[config.mk]
export PLATFORM = sky130hd
export DESIGN_NAME = ycc_rgb_capture
export DESIGN_NICKNAME = d
export VERILOG_FILES = /design/src/rtl/ycc_pkg.sv /design/src/rtl/ycc_chroma_align.sv /design/src/rtl/ycc_matrix.sv /design/src/rtl/ycc_rgb_capture.sv
export SDC_FILE = /design/constraint.sdc
export NUM_CORES = 1
export LEC_CHECK = 0
export ABC_AREA = 0
export BUFFER_PORTS_ARGS = -buffer_cell sky130_fd_sc_hd__buf_2
export CAP_MARGIN = 10
export CORE_MARGIN = 2
export CORE_UTILIZATION = 48
export CTS_CLUSTER_SIZE = 20
export DETAILED_ROUTE_END_ITERATION = 8
export PLACE_DENSITY = 0.72
export SYNTH_ARGS = -nofsm -noshare
export SYNTH_HDL_FRONTEND = slang
export SYNTH_SLANG_ARGS = --single-unit
[constraint.sdc]
create_clock -name clk -period 13.8 [get_ports clk]
set_clock_uncertainty 0.1 [all_clocks]
set_input_delay 2.76 -clock clk [delete_from_list [all_inputs] [get_ports clk]]
set_output_delay 2.76 -clock clk [all_outputs]
set_load 0.05 [all_outputs]
[src/rtl/ycc_pkg.sv]
`timescale 1ns/1ps
package ycc_pkg;
  localparam int PW      = 8;
  localparam int RES_W   = PW + 4;
  localparam int GRP_422 = 2;
  localparam int GRP_411 = 4;
  localparam int PH_W    = $clog2(GRP_411);

  typedef struct packed {
    logic          act;
    logic          vld;
    logic [PW-1:0] y;
    logic [PW-1:0] cb;
    logic [PW-1:0] cr;
  } ycc_pix_t;

  localparam logic signed [RES_W-1:0] SAT_HI = RES_W'((1 << PW) - 1);

  // saturate a signed intermediate into the pixel range
  function automatic logic [PW-1:0] clamp_pix(input logic signed [RES_W-1:0] v);
    if (v < 0)           return '0;
    else if (v > SAT_HI) return '1;
    else                 return v[PW-1:0];
  endfunction
endpackage

[src/rtl/ycc_chroma_align.sv]
`timescale 1ns/1ps
module ycc_chroma_align
  import ycc_pkg::*;
(
  input  logic          clk,
  input  logic          rst,
  input  logic          line_act,
  input  logic [2*PW-1:0] vid_data,
  input  logic          fmt_411,
  output ycc_pix_t      pix_o
);
  localparam int CRD_W = $clog2(2*GRP_411 + 1);

  logic [PW-1:0]      y_sr [GRP_411];
  logic [GRP_411-1:0] act_sr;
  logic [PH_W-1:0]    phase, last_ph;
  logic [PW-1:0]      cb_hold, cr_hold, cb_grp, cr_grp;
  logic [CRD_W-1:0]   credit, grp_len;
  logic               last_beat, al_act, al_vld;
  logic [PW-1:0]      al_y;

  always_comb begin
    last_ph   = fmt_411 ? PH_W'(GRP_411-1) : PH_W'(GRP_422-1);
    grp_len   = fmt_411 ? CRD_W'(GRP_411) : CRD_W'(GRP_422);
    last_beat = line_act && (phase == last_ph);
    // luma leaves the delay line once its whole group has been sampled
    al_y      = y_sr[last_ph];
    al_act    = act_sr[last_ph];
    al_vld    = al_act && (credit != '0);
  end

  // luma delay line: no reset so it maps onto shift-register resources
  always_ff @(posedge clk) begin
    y_sr[0] <= vid_data[2*PW-1:PW];
    for (int i = 1; i < GRP_411; i++) y_sr[i] <= y_sr[i-1];
  end

  always_ff @(posedge clk) begin
    if (rst) begin
      act_sr  <= '0;
      phase   <= '0;
      cb_hold <= '0;
      cr_hold <= '0;
      cb_grp  <= '0;
      cr_grp  <= '0;
      credit  <= '0;
    end else begin
      act_sr <= {act_sr[GRP_411-2:0], line_act};
      if (!line_act)     phase <= '0;
      else if (last_beat) phase <= '0;
      else               phase <= phase + 1'b1;
      if (line_act && phase == PH_W'(0)) cb_hold <= vid_data[PW-1:0];
      if (line_act && phase == PH_W'(1)) cr_hold <= vid_data[PW-1:0];
      if (last_beat) begin
        cb_grp <= cb_hold;
        cr_grp <= fmt_411 ? cr_hold : vid_data[PW-1:0];
      end
      // each completed group licenses exactly its own luma samples
      credit <= credit + (last_beat ? grp_len : '0) - CRD_W'(al_vld);
    end
  end

  always_comb begin
    pix_o.act = al_act;
    pix_o.vld = al_vld;
    pix_o.y   = al_y;
    pix_o.cb  = cb_grp;
    pix_o.cr  = cr_grp;
  end

  // licenses never pile up beyond two groups
  p_credit_bound_r9: assert property (@(posedge clk) disable iff (rst)
    credit <= CRD_W'(2*GRP_411));
endmodule

[src/rtl/ycc_matrix.sv]
`timescale 1ns/1ps
module ycc_matrix
  import ycc_pkg::*;
#(
  parameter int FRAC = 10
)(
  input  logic          clk,
  input  logic          rst,
  input  ycc_pix_t      pix_i,
  output logic [PW-1:0] r_o,
  output logic [PW-1:0] g_o,
  output logic [PW-1:0] b_o,
  output logic          vld_o,
  output logic          act_o
);
  localparam int MW    = PW + FRAC + 4;
  localparam int SCALE = 1 << FRAC;
  localparam int CTR   = 1 << (PW-1);
  localparam logic signed [MW-1:0] K_RV = MW'((1371*SCALE + 500) / 1000);
  localparam logic signed [MW-1:0] K_GV = MW'((698*SCALE + 500) / 1000);
  localparam logic signed [MW-1:0] K_GU = MW'((336*SCALE + 500) / 1000);
  localparam logic signed [MW-1:0] K_BU = MW'((1732*SCALE + 500) / 1000);
  localparam logic signed [MW-1:0] HALF = MW'(SCALE / 2);

  logic signed [MW-1:0]    d_cb, d_cr, y_sc;
  logic signed [MW-1:0]    s1_y, s1_r, s1_g, s1_b;
  logic signed [RES_W-1:0] s2_r, s2_g, s2_b;
  logic                    s1_vld, s1_act, s2_vld, s2_act;

  always_comb begin
    d_cb = $signed(MW'(pix_i.cb)) - MW'(CTR);
    d_cr = $signed(MW'(pix_i.cr)) - MW'(CTR);
    y_sc = ($signed(MW'(pix_i.y)) <<< FRAC) + HALF;
  end

  // stage 1: products; stage 2: sums and rescale (data path without reset)
  always_ff @(posedge clk) begin
    s1_y <= y_sc;
    s1_r <= K_RV * d_cr;
    s1_g <= MW'(0) - K_GV * d_cr - K_GU * d_cb;
    s1_b <= K_BU * d_cb;
    s2_r <= RES_W'((s1_y + s1_r) >>> FRAC);
    s2_g <= RES_W'((s1_y + s1_g) >>> FRAC);
    s2_b <= RES_W'((s1_y + s1_b) >>> FRAC);
  end

  // stage 3: saturation into registered outputs, held between pixels
  always_ff @(posedge clk) begin
    if (rst) begin
      s1_vld <= 1'b0;
      s1_act <= 1'b0;
      s2_vld <= 1'b0;
      s2_act <= 1'b0;
      vld_o  <= 1'b0;
      act_o  <= 1'b0;
      r_o    <= '0;
      g_o    <= '0;
      b_o    <= '0;
    end else begin
      s1_vld <= pix_i.vld;
      s1_act <= pix_i.act;
      s2_vld <= s1_vld;
      s2_act <= s1_act;
      vld_o  <= s2_vld;
      act_o  <= s2_act;
      if (s2_vld) begin
        r_o <= clamp_pix(s2_r);
        g_o <= clamp_pix(s2_g);
        b_o <= clamp_pix(s2_b);
      end
    end
  end

  // a pixel entering the matrix keeps moving one stage per cycle
  p_stage_chain_r7: assert property (@(posedge clk) disable iff (rst)
    s1_vld |=> s2_vld);
endmodule

[src/rtl/ycc_rgb_capture.sv]
`timescale 1ns/1ps
module ycc_rgb_capture
  import ycc_pkg::*;
#(
  parameter int COEF_FRAC = 10
)(
  input  logic          clk,
  input  logic          rst,
  input  logic          line_act,
  input  logic [15:0]   vid_data,
  input  logic          fmt_411,
  output logic [7:0]    r_out,
  output logic [7:0]    g_out,
  output logic [7:0]    b_out,
  output logic          px_valid,
  output logic          line_flag
);
  ycc_pix_t al_pix;

  ycc_chroma_align i_align (
    .clk      (clk),
    .rst      (rst),
    .line_act (line_act),
    .vid_data (vid_data),
    .fmt_411  (fmt_411),
    .pix_o    (al_pix)
  );

  ycc_matrix #(.FRAC(COEF_FRAC)) i_matrix (
    .clk   (clk),
    .rst   (rst),
    .pix_i (al_pix),
    .r_o   (r_out),
    .g_o   (g_out),
    .b_o   (b_out),
    .vld_o (px_valid),
    .act_o (line_flag)
  );

  // a pixel strobe only occurs inside the delayed line window
  p_flag_covers_valid_r8: assert property (@(posedge clk) disable iff (rst)
    px_valid |-> line_flag);

  // colours stay put on cycles without a strobe
  p_hold_rgb_r10: assert property (@(posedge clk) disable iff (rst)
    !px_valid |-> $stable({r_out, g_out, b_out}));

  // format select is steady inside an active line
  p_fmt_steady_r11: assert property (@(posedge clk) disable iff (rst)
    (line_act && $past(line_act)) |-> $stable(fmt_411));
endmodule

==> results.cfg, run 1 <==
[synth]
synth_nets = 1705
netlist.area_leader.share_pct = 28.3
ys_ff_latch = 187
synth_commonest_cells = inv_1, ha_1, dfxtp_1, nor2_1, fa_1
ys_warn_count = 0
synthTopCellsByArea = dfxtp_1, ha_1, fa_1, inv_1, xnor2_1
synth_most_common_cell = inv_1
synth_ff_type = dfxtp_1
synth_seq_area_share_pct = 28.3
async_reset_ff_share_pct = 0
avgSynthCellArea_um2 = 9.76
synthDistinctLibCells = 58
synth_top_area_cell = dfxtp_1
syn-cell-area_um2 = 13200
synthCells = 1353
synth_edf_count = 0

[global_routing]
grt_pass1_vias = 8722
grt_max_degree = 71
grtUsageTotal_pct = 18.0
grt_pass1_wl_mm = 41.4
antenna_found_initial = 0
grt_overflow = 0

[sta]
slew_headroom_pct = 40.3
hold_viol = 0
finalMaxSlewViolations = 0
fin_setup_tns_ns = 0
period_minus_slack_ns = 8.41
rsz0062_at_grt = false
period_share_pct = 60.9
worstMarginPinSlew_ns = 0.896
setup_viol = 0
max_freq_mhz = 119

[cts]
clk_pin_slew_worst_paths_ns = 0.08
cts_buffers = 17
cts_tree = built
cts_buffer_depth = 2
cts_hold_buf = 0
clk_latency_ns = 0.45
cts_resized = 0
cts.sinks = 187
clockRootBuffer = clkbuf_16
h-tree-depth = 4
cts_setup_buffers = 0

[worst_setup_path]
max_stage_delay_ns = 0.74
r2r_start = i_align.cb_grp[7]$_SDFFE_PP0P_
rrSetupSlack_ns = 5.39
cp.depth = 27
crit_arrival_ns = 8.63
crit_end = i_matrix.s1_g[21]$_DFF_P_
r2r_end = i_matrix.s1_g[21]$_DFF_P_
setup.worst_path.start = i_align.cb_grp[7]$_SDFFE_PP0P_
startpoint_type = register
critPathKind = register to register
cp-end-kind = register
crit_buf_inv = 7
crit_slowest_cell = dfxtp_1
reg2regPathDepth = 27
worstPathMaxFanout = 13
worstPathRequired_ns = 14.02
cp_top_family = adder cells

[run]
drv_cap = 0

[detailed_routing]
wl_mm = 24.3
drtPass1Iterations = 5
num_vias = 8683
drc = 0
viasPerCell = 4.98
ant_nets = 0
wl_per_cell_um = 13.9
dr.first_iter.drc_count = 425

[placed_design]
io_buffer_count = 45
gp_congestion = 0.848
dp_hpwl_mm = 18.9
place_area_um2 = 13700

[layout]
antenna_cells = 0
fin_nets = 1742
design_area_um2 = 14400
area_growth_pct = 9.01
drive_gt1_share_pct = 7.41

[floorplanning]
dieArea_um2 = 28900
fp.dieW_um = 170
rows = 60
initial_core_util_pct = 49.0
io_pins = 46
coreArea_um2 = 27000
die_y_um = 170

[worst_hold_path]
hold_class = register to register

[outcome]
outcome = finished, final reports clean

[power_and_ir_drop]
peakVddDrop_v = 0.000105
p_per_area_nw_per_um2 = 133
leakagePower_nw = 7.02
[per-layer routing]
layer | vias up | track usage, % | routed length, um | share of wire [%]
met3 | 26 | 3.19 | 789 | 3.2
met1 | 4096 | 23.8 | 11900 | 49
met4 | 0 | 4.87 | 351 | 1.4
met2 | 120 | 30.3 | 11300 | 46
met5 | - | 0 | 0 | 0
li1 | 4441 | - | - | -
[report_power, final]
part | internal (mW) | switching, mW
Combinational | 0.318 | 0.368
Sequential | 0.642 | 0.0458
Clock | 0.297 | 0.239
[worst register-to-register path: stages (launching register included)]
cell	delay (ns)
dfxtp_1	0.74
clkinv_1	0.56
ha_1	0.49
inv_1	0.08
ha_1	0.30
fa_1	0.55
inv_1	0.06
fa_1	0.49
inv_1	0.04
ha_1	0.21
or3_1	0.38
o21bai_1	0.21
a21o_1	0.22
xor2_1	0.16
fa_1	0.51
fa_1	0.55
inv_1	0.05
fa_1	0.50
inv_1	0.05
fa_1	0.52
inv_1	0.04
ha_1	0.32
nand3_1	0.09
a211o_1	0.26
a31o_2	0.24
o21bai_4	0.13
a21oi_1	0.09
xnor3_1	0.34
[layout make-up]
type | count | area, um2
Sequential cell | 187 | 3740
Fill cell | 2378 | 12600
Inverter | 237 | 890
Clock inverter | 14 | 221
Clock buffer | 18 | 429
Tap cell | 341 | 427
Timing Repair Buffer | 47 | 240
Multi-Input combinational cell | 900 | 8450
[worst min-delay path by stage]
stage / from / endpoint / slack [ns] / cells after the start
final: i_align.y_sr[2][1]$_DFF_P_ / i_align.y_sr[3][1]$_DFF_P_ / 0.22 / 0
after global routing: i_align.y_sr[2][1]$_DFF_P_ / i_align.y_sr[3][1]$_DFF_P_ / 0.23 / 0
after CTS: i_align.y_sr[2][1]$_DFF_P_ / i_align.y_sr[3][1]$_DFF_P_ / 0.22 / 0
after detailed placement: i_align.y_sr[2][1]$_DFF_P_ / i_align.y_sr[3][1]$_DFF_P_ / 0.21 / 0
after global placement: i_align.y_sr[0][2]$_DFF_P_ / i_align.y_sr[1][2]$_DFF_P_ / 0.21 / 0
after floorplan: i_align.y_sr[0][0]$_DFF_P_ / i_align.y_sr[1][0]$_DFF_P_ / 0.21 / 0
[cells by family (layout without fill, tap and decap cells)]
kind of cell,count (synthesis),after routing,synth area share (%)
adders and majority gates,332,332,37.4
and+or+nand+nor,284,284,9.83
buffers and inverters,266,316,7.70
DFF,187,187,28.3
AOI/OAI and AO/OA,154,154,7.51
xor gates and xnor gates,87,87,5.87
muxes,43,43,3.33
[layout by cell type (no fill, tap or decap), types with 3 or more instances in the layout]
cell type	count
a211oi_1	8
a21boi_0	3
a21o_1	12
a21oi_1	65
and2_1	4
and3_1	4
and4_1	3
buf_2	45
bufinv_16	3
clkbuf_16	17
clkinv_8	3
dfxtp_1	187
fa_1	105
ha_1	227
inv_1	235
inv_6	4
mux2_2	8
mux2i_1	35
nand2_1	63
nand2b_1	6
nand3_1	29
nand4_1	5
nand4b_1	3
nor2_1	122
nor2b_1	12
nor3_1	13
o2111ai_1	3
o211ai_1	3
o21a_1	14
o21ai_0	9
o21ai_1	15
o21bai_1	6
or2_2	4
or3_1	6
xnor2_1	68
xor2_1	18
[registers in the layout, summed over array words and instances, names as in the netlist]
| register | count |
|---|---|
| i_matrix.b_o | 8 |
| i_matrix.s2_act | 1 |
| i_align.y_sr | 32 |
| i_matrix.s2_vld | 1 |
| i_matrix.s1_y | 8 |
| i_align.phase | 2 |
| i_align.credit | 4 |
| i_matrix.r_o | 8 |
| i_align.cb_grp | 8 |
| i_matrix.s1_g | 13 |
| i_matrix.act_o | 1 |
| i_align.cr_grp | 8 |
| i_matrix.s1_vld | 1 |
| i_matrix.g_o | 8 |
| i_align.act_sr | 4 |
| i_matrix.s1_act | 1 |
| i_align.cr_hold | 8 |
| i_matrix.s2_r | 12 |
| i_matrix.s2_g | 12 |
| i_align.cb_hold | 8 |
| i_matrix.s1_b | 13 |
| i_matrix.vld_o | 1 |
| i_matrix.s2_b | 12 |
| i_matrix.s1_r | 13 |
[through the flow]
| stage | setup slack [ns] | util (%) | power, mW | std cells | hold slack (ns) |
|---|---|---|---|---|---|
| 2_1_floorplan | 6.10 | - | 1.25 | 1353 | 0.210 |
| 3_3_place_gp | 5.56 | 51.0 | 1.36 | 1712 | 0.212 |
| 3_5_place_dp | 5.41 | 51.0 | 1.38 | 1712 | 0.213 |
| 4_1_cts | 5.36 | 53.4 | 1.93 | 1744 | 0.224 |
| 5_1_grt | 4.85 | 53.4 | 2.06 | 1744 | 0.231 |
| 6_report | 5.39 | 53.4 | 1.91 | 1744 | 0.225 |
Note: power is estimated with default switching activity, not from simulation.
==> run 2: changes to the inputs <==
==> constraint.sdc (replaced) <==
create_clock -name clk -period 8.4 [get_ports clk]
set_clock_uncertainty 0.1 [all_clocks]
set_input_delay 1.68 -clock clk [delete_from_list [all_inputs] [get_ports clk]]
set_output_delay 1.68 -clock clk [all_outputs]
set_load 0.05 [all_outputs]
==> run 2 against run 1 <==
Against the previous run:
- non-clock buffer count rose by 4
- utilization hardly changed
- maximum frequency grew 9.9%
- first-iteration DRC count decreased by 26%
- critical path depth is the same
- combinational power is 63% higher
- sequential power rose by 64%
- final cell count is 0.23% higher
- wire length hardly changed
- critical path type unchanged
- largest power group unchanged
==> results.cfg, run 2 (same netlist as run 1, synthesis figures left out) <==
[cts]
cts_setup_buffers = 0
cts_buffer_depth = 2
clk_latency_ns = 0.44
h-tree-depth = 4
cts_buffers = 17
cts_hold_buf = 0
cts.sinks = 187
cts_tree = built
clockRootBuffer = clkbuf_16
cts_resized = 0
clk_pin_slew_worst_paths_ns = 0.08

[run]
drv_cap = 0

[outcome]
outcome = finished, final reports clean

[power_and_ir_drop]
total_power_mw = 3.09
p_per_area_nw_per_um2 = 215
peakVddDrop_v = 0.000141
leakagePower_nw = 7.03

[worst_setup_path]
crit_slowest_cell = dfxtp_1
crit_buf_inv = 5
cp.depth = 27
rrSetupSlack_ns = 0.75
worstPathMaxFanout = 8
crit_end = i_matrix.s1_g[21]$_DFF_P_
cp-end-kind = register
setup.worst_path.start = i_align.cb_grp[5]$_SDFFE_PP0P_
r2r_start = i_align.cb_grp[5]$_SDFFE_PP0P_
startpoint_type = register
r2r_end = i_matrix.s1_g[21]$_DFF_P_
cp_top_family = adder cells
max_stage_delay_ns = 0.56
critPathKind = register to register
worstPathRequired_ns = 8.61
reg2regPathDepth = 27
crit_arrival_ns = 7.85
worst_path_most_repeated_cell = ha_1

[detailed_routing]
ant_nets = 0
dr.first_iter.drc_count = 315
wl_mm = 24.3
wl_per_cell_um = 13.9
viasPerCell = 4.93
num_vias = 8609
drc = 0
drtPass1Iterations = 4

[layout]
fin_nets = 1746
multi_input_area_um2 = 8450
top_register = i_align.y_sr
final_cell_mix = inv_1, ha_1, dfxtp_1
final_util_pct = 53.4
seq_area_um2 = 3740
layout_commonest_cell = inv_1
area_growth_pct = 9.05
drive_gt1_share_pct = 7.75
largest_reg_flops = 32
fillers = 2355
antenna_cells = 0

[sta]
finalMaxSlewViolations = 0
slew_headroom_pct = 38.2
period_minus_slack_ns = 7.65
setup_viol = 0
max_freq_mhz = 131
hold_viol = 0
fin_setup_tns_ns = 0
worstMarginPinSlew_ns = 0.926
rsz0062_at_grt = false
period_share_pct = 91.0

[floorplanning]
rows = 60
fp.dieW_um = 170
coreArea_um2 = 27000
io_pins = 46
die_y_um = 170
dieArea_um2 = 28900
initial_core_util_pct = 49.0

[global_routing]
grt_pass1_wl_mm = 41.3
grt_max_degree = 71
grt_pass1_vias = 8696
grtUsageTotal_pct = 17.9
grt_overflow = 0
antenna_found_initial = 0

[worst_hold_path]
hold_class = register to register

[placed_design]
gp_congestion = 0.876
io_buffer_count = 45
dp_hpwl_mm = 19.4
[run 2: cell types whose count changed in the layout (fill, tap and decap cells not counted), sizes merged]
cell,delta
bufinv,-2
buf,+4
inv,+1
clkinv,+1
[run 2: final cells by class]
cell class                      instances  area share [%]
Multi-Input combinational cell        900            58.7
Sequential cell                       187            26.0
Inverter                              237            6.18
Clock buffer                           18            3.05
Tap cell                              341            2.96
Timing Repair Buffer                   51            1.88
Clock inverter                         14            1.29
[run 2: worst min path at each step]
stage	start	end	slack [ns]	cells after the start
global placement	i_align.y_sr[2][0]$_DFF_P_	i_align.y_sr[3][0]$_DFF_P_	0.21	0
finish	i_align.y_sr[0][6]$_DFF_P_	i_align.y_sr[1][6]$_DFF_P_	0.23	0
CTS	i_align.y_sr[0][6]$_DFF_P_	i_align.y_sr[1][6]$_DFF_P_	0.23	0
floorplan	i_align.y_sr[0][0]$_DFF_P_	i_align.y_sr[1][0]$_DFF_P_	0.21	0
detailed placement	i_align.y_sr[0][3]$_DFF_P_	i_align.y_sr[1][3]$_DFF_P_	0.21	0
global route	i_align.y_sr[0][4]$_DFF_P_	i_align.y_sr[1][4]$_DFF_P_	0.24	0
[run 2: worst register-to-register path, cell delays in order, from the launching register on]
cell and delay, ns:
dfxtp_1 0.56, ha_1 0.35, ha_1 0.29, inv_1 0.05, fa_1 0.49, fa_1 0.52
inv_1 0.04, ha_1 0.35, a21oi_1 0.30, o21bai_1 0.10, a21oi_1 0.20, xnor2_1 0.15
ha_1 0.25, ha_1 0.33, fa_1 0.54, inv_1 0.05, fa_1 0.52, inv_1 0.06
fa_1 0.52, inv_1 0.04, ha_1 0.31, or2_1 0.22, a21oi_1 0.19, a211o_1 0.16
a31o_2 0.21, o21bai_4 0.07, a21oi_1 0.15, xnor3_1 0.40
[run 2: stage by stage]
step	worst slack, ns	hold WS [ns]	area (um2)	cells
after floorplan	0.699	0.210	13200	1353
after CTS	0.775	0.230	14400	1748
final	0.754	0.227	14400	1748
after detailed placement	0.818	0.213	13800	1716
after global routing	0.362	0.239	14400	1748
after global placement	0.944	0.210	13800	1716
[run 2: routing by layer]
layer,GRT usage (%),routed length (um)
met1,24.2,11700
met2,29.9,11300
met3,3.00,909
met4,4.94,400
met5,0,0
[run 2: power by group]
group / total [mW] / leakage (nW) / switching, mW / internal [mW]
logic: 1.12 / 5.18 / 0.596 / 0.523
clock network: 0.842 / 0.305 / 0.401 / 0.441
registers: 1.13 / 1.55 / 0.0767 / 1.06
total: 3.09 / 7.03 / 1.07 / 2.02
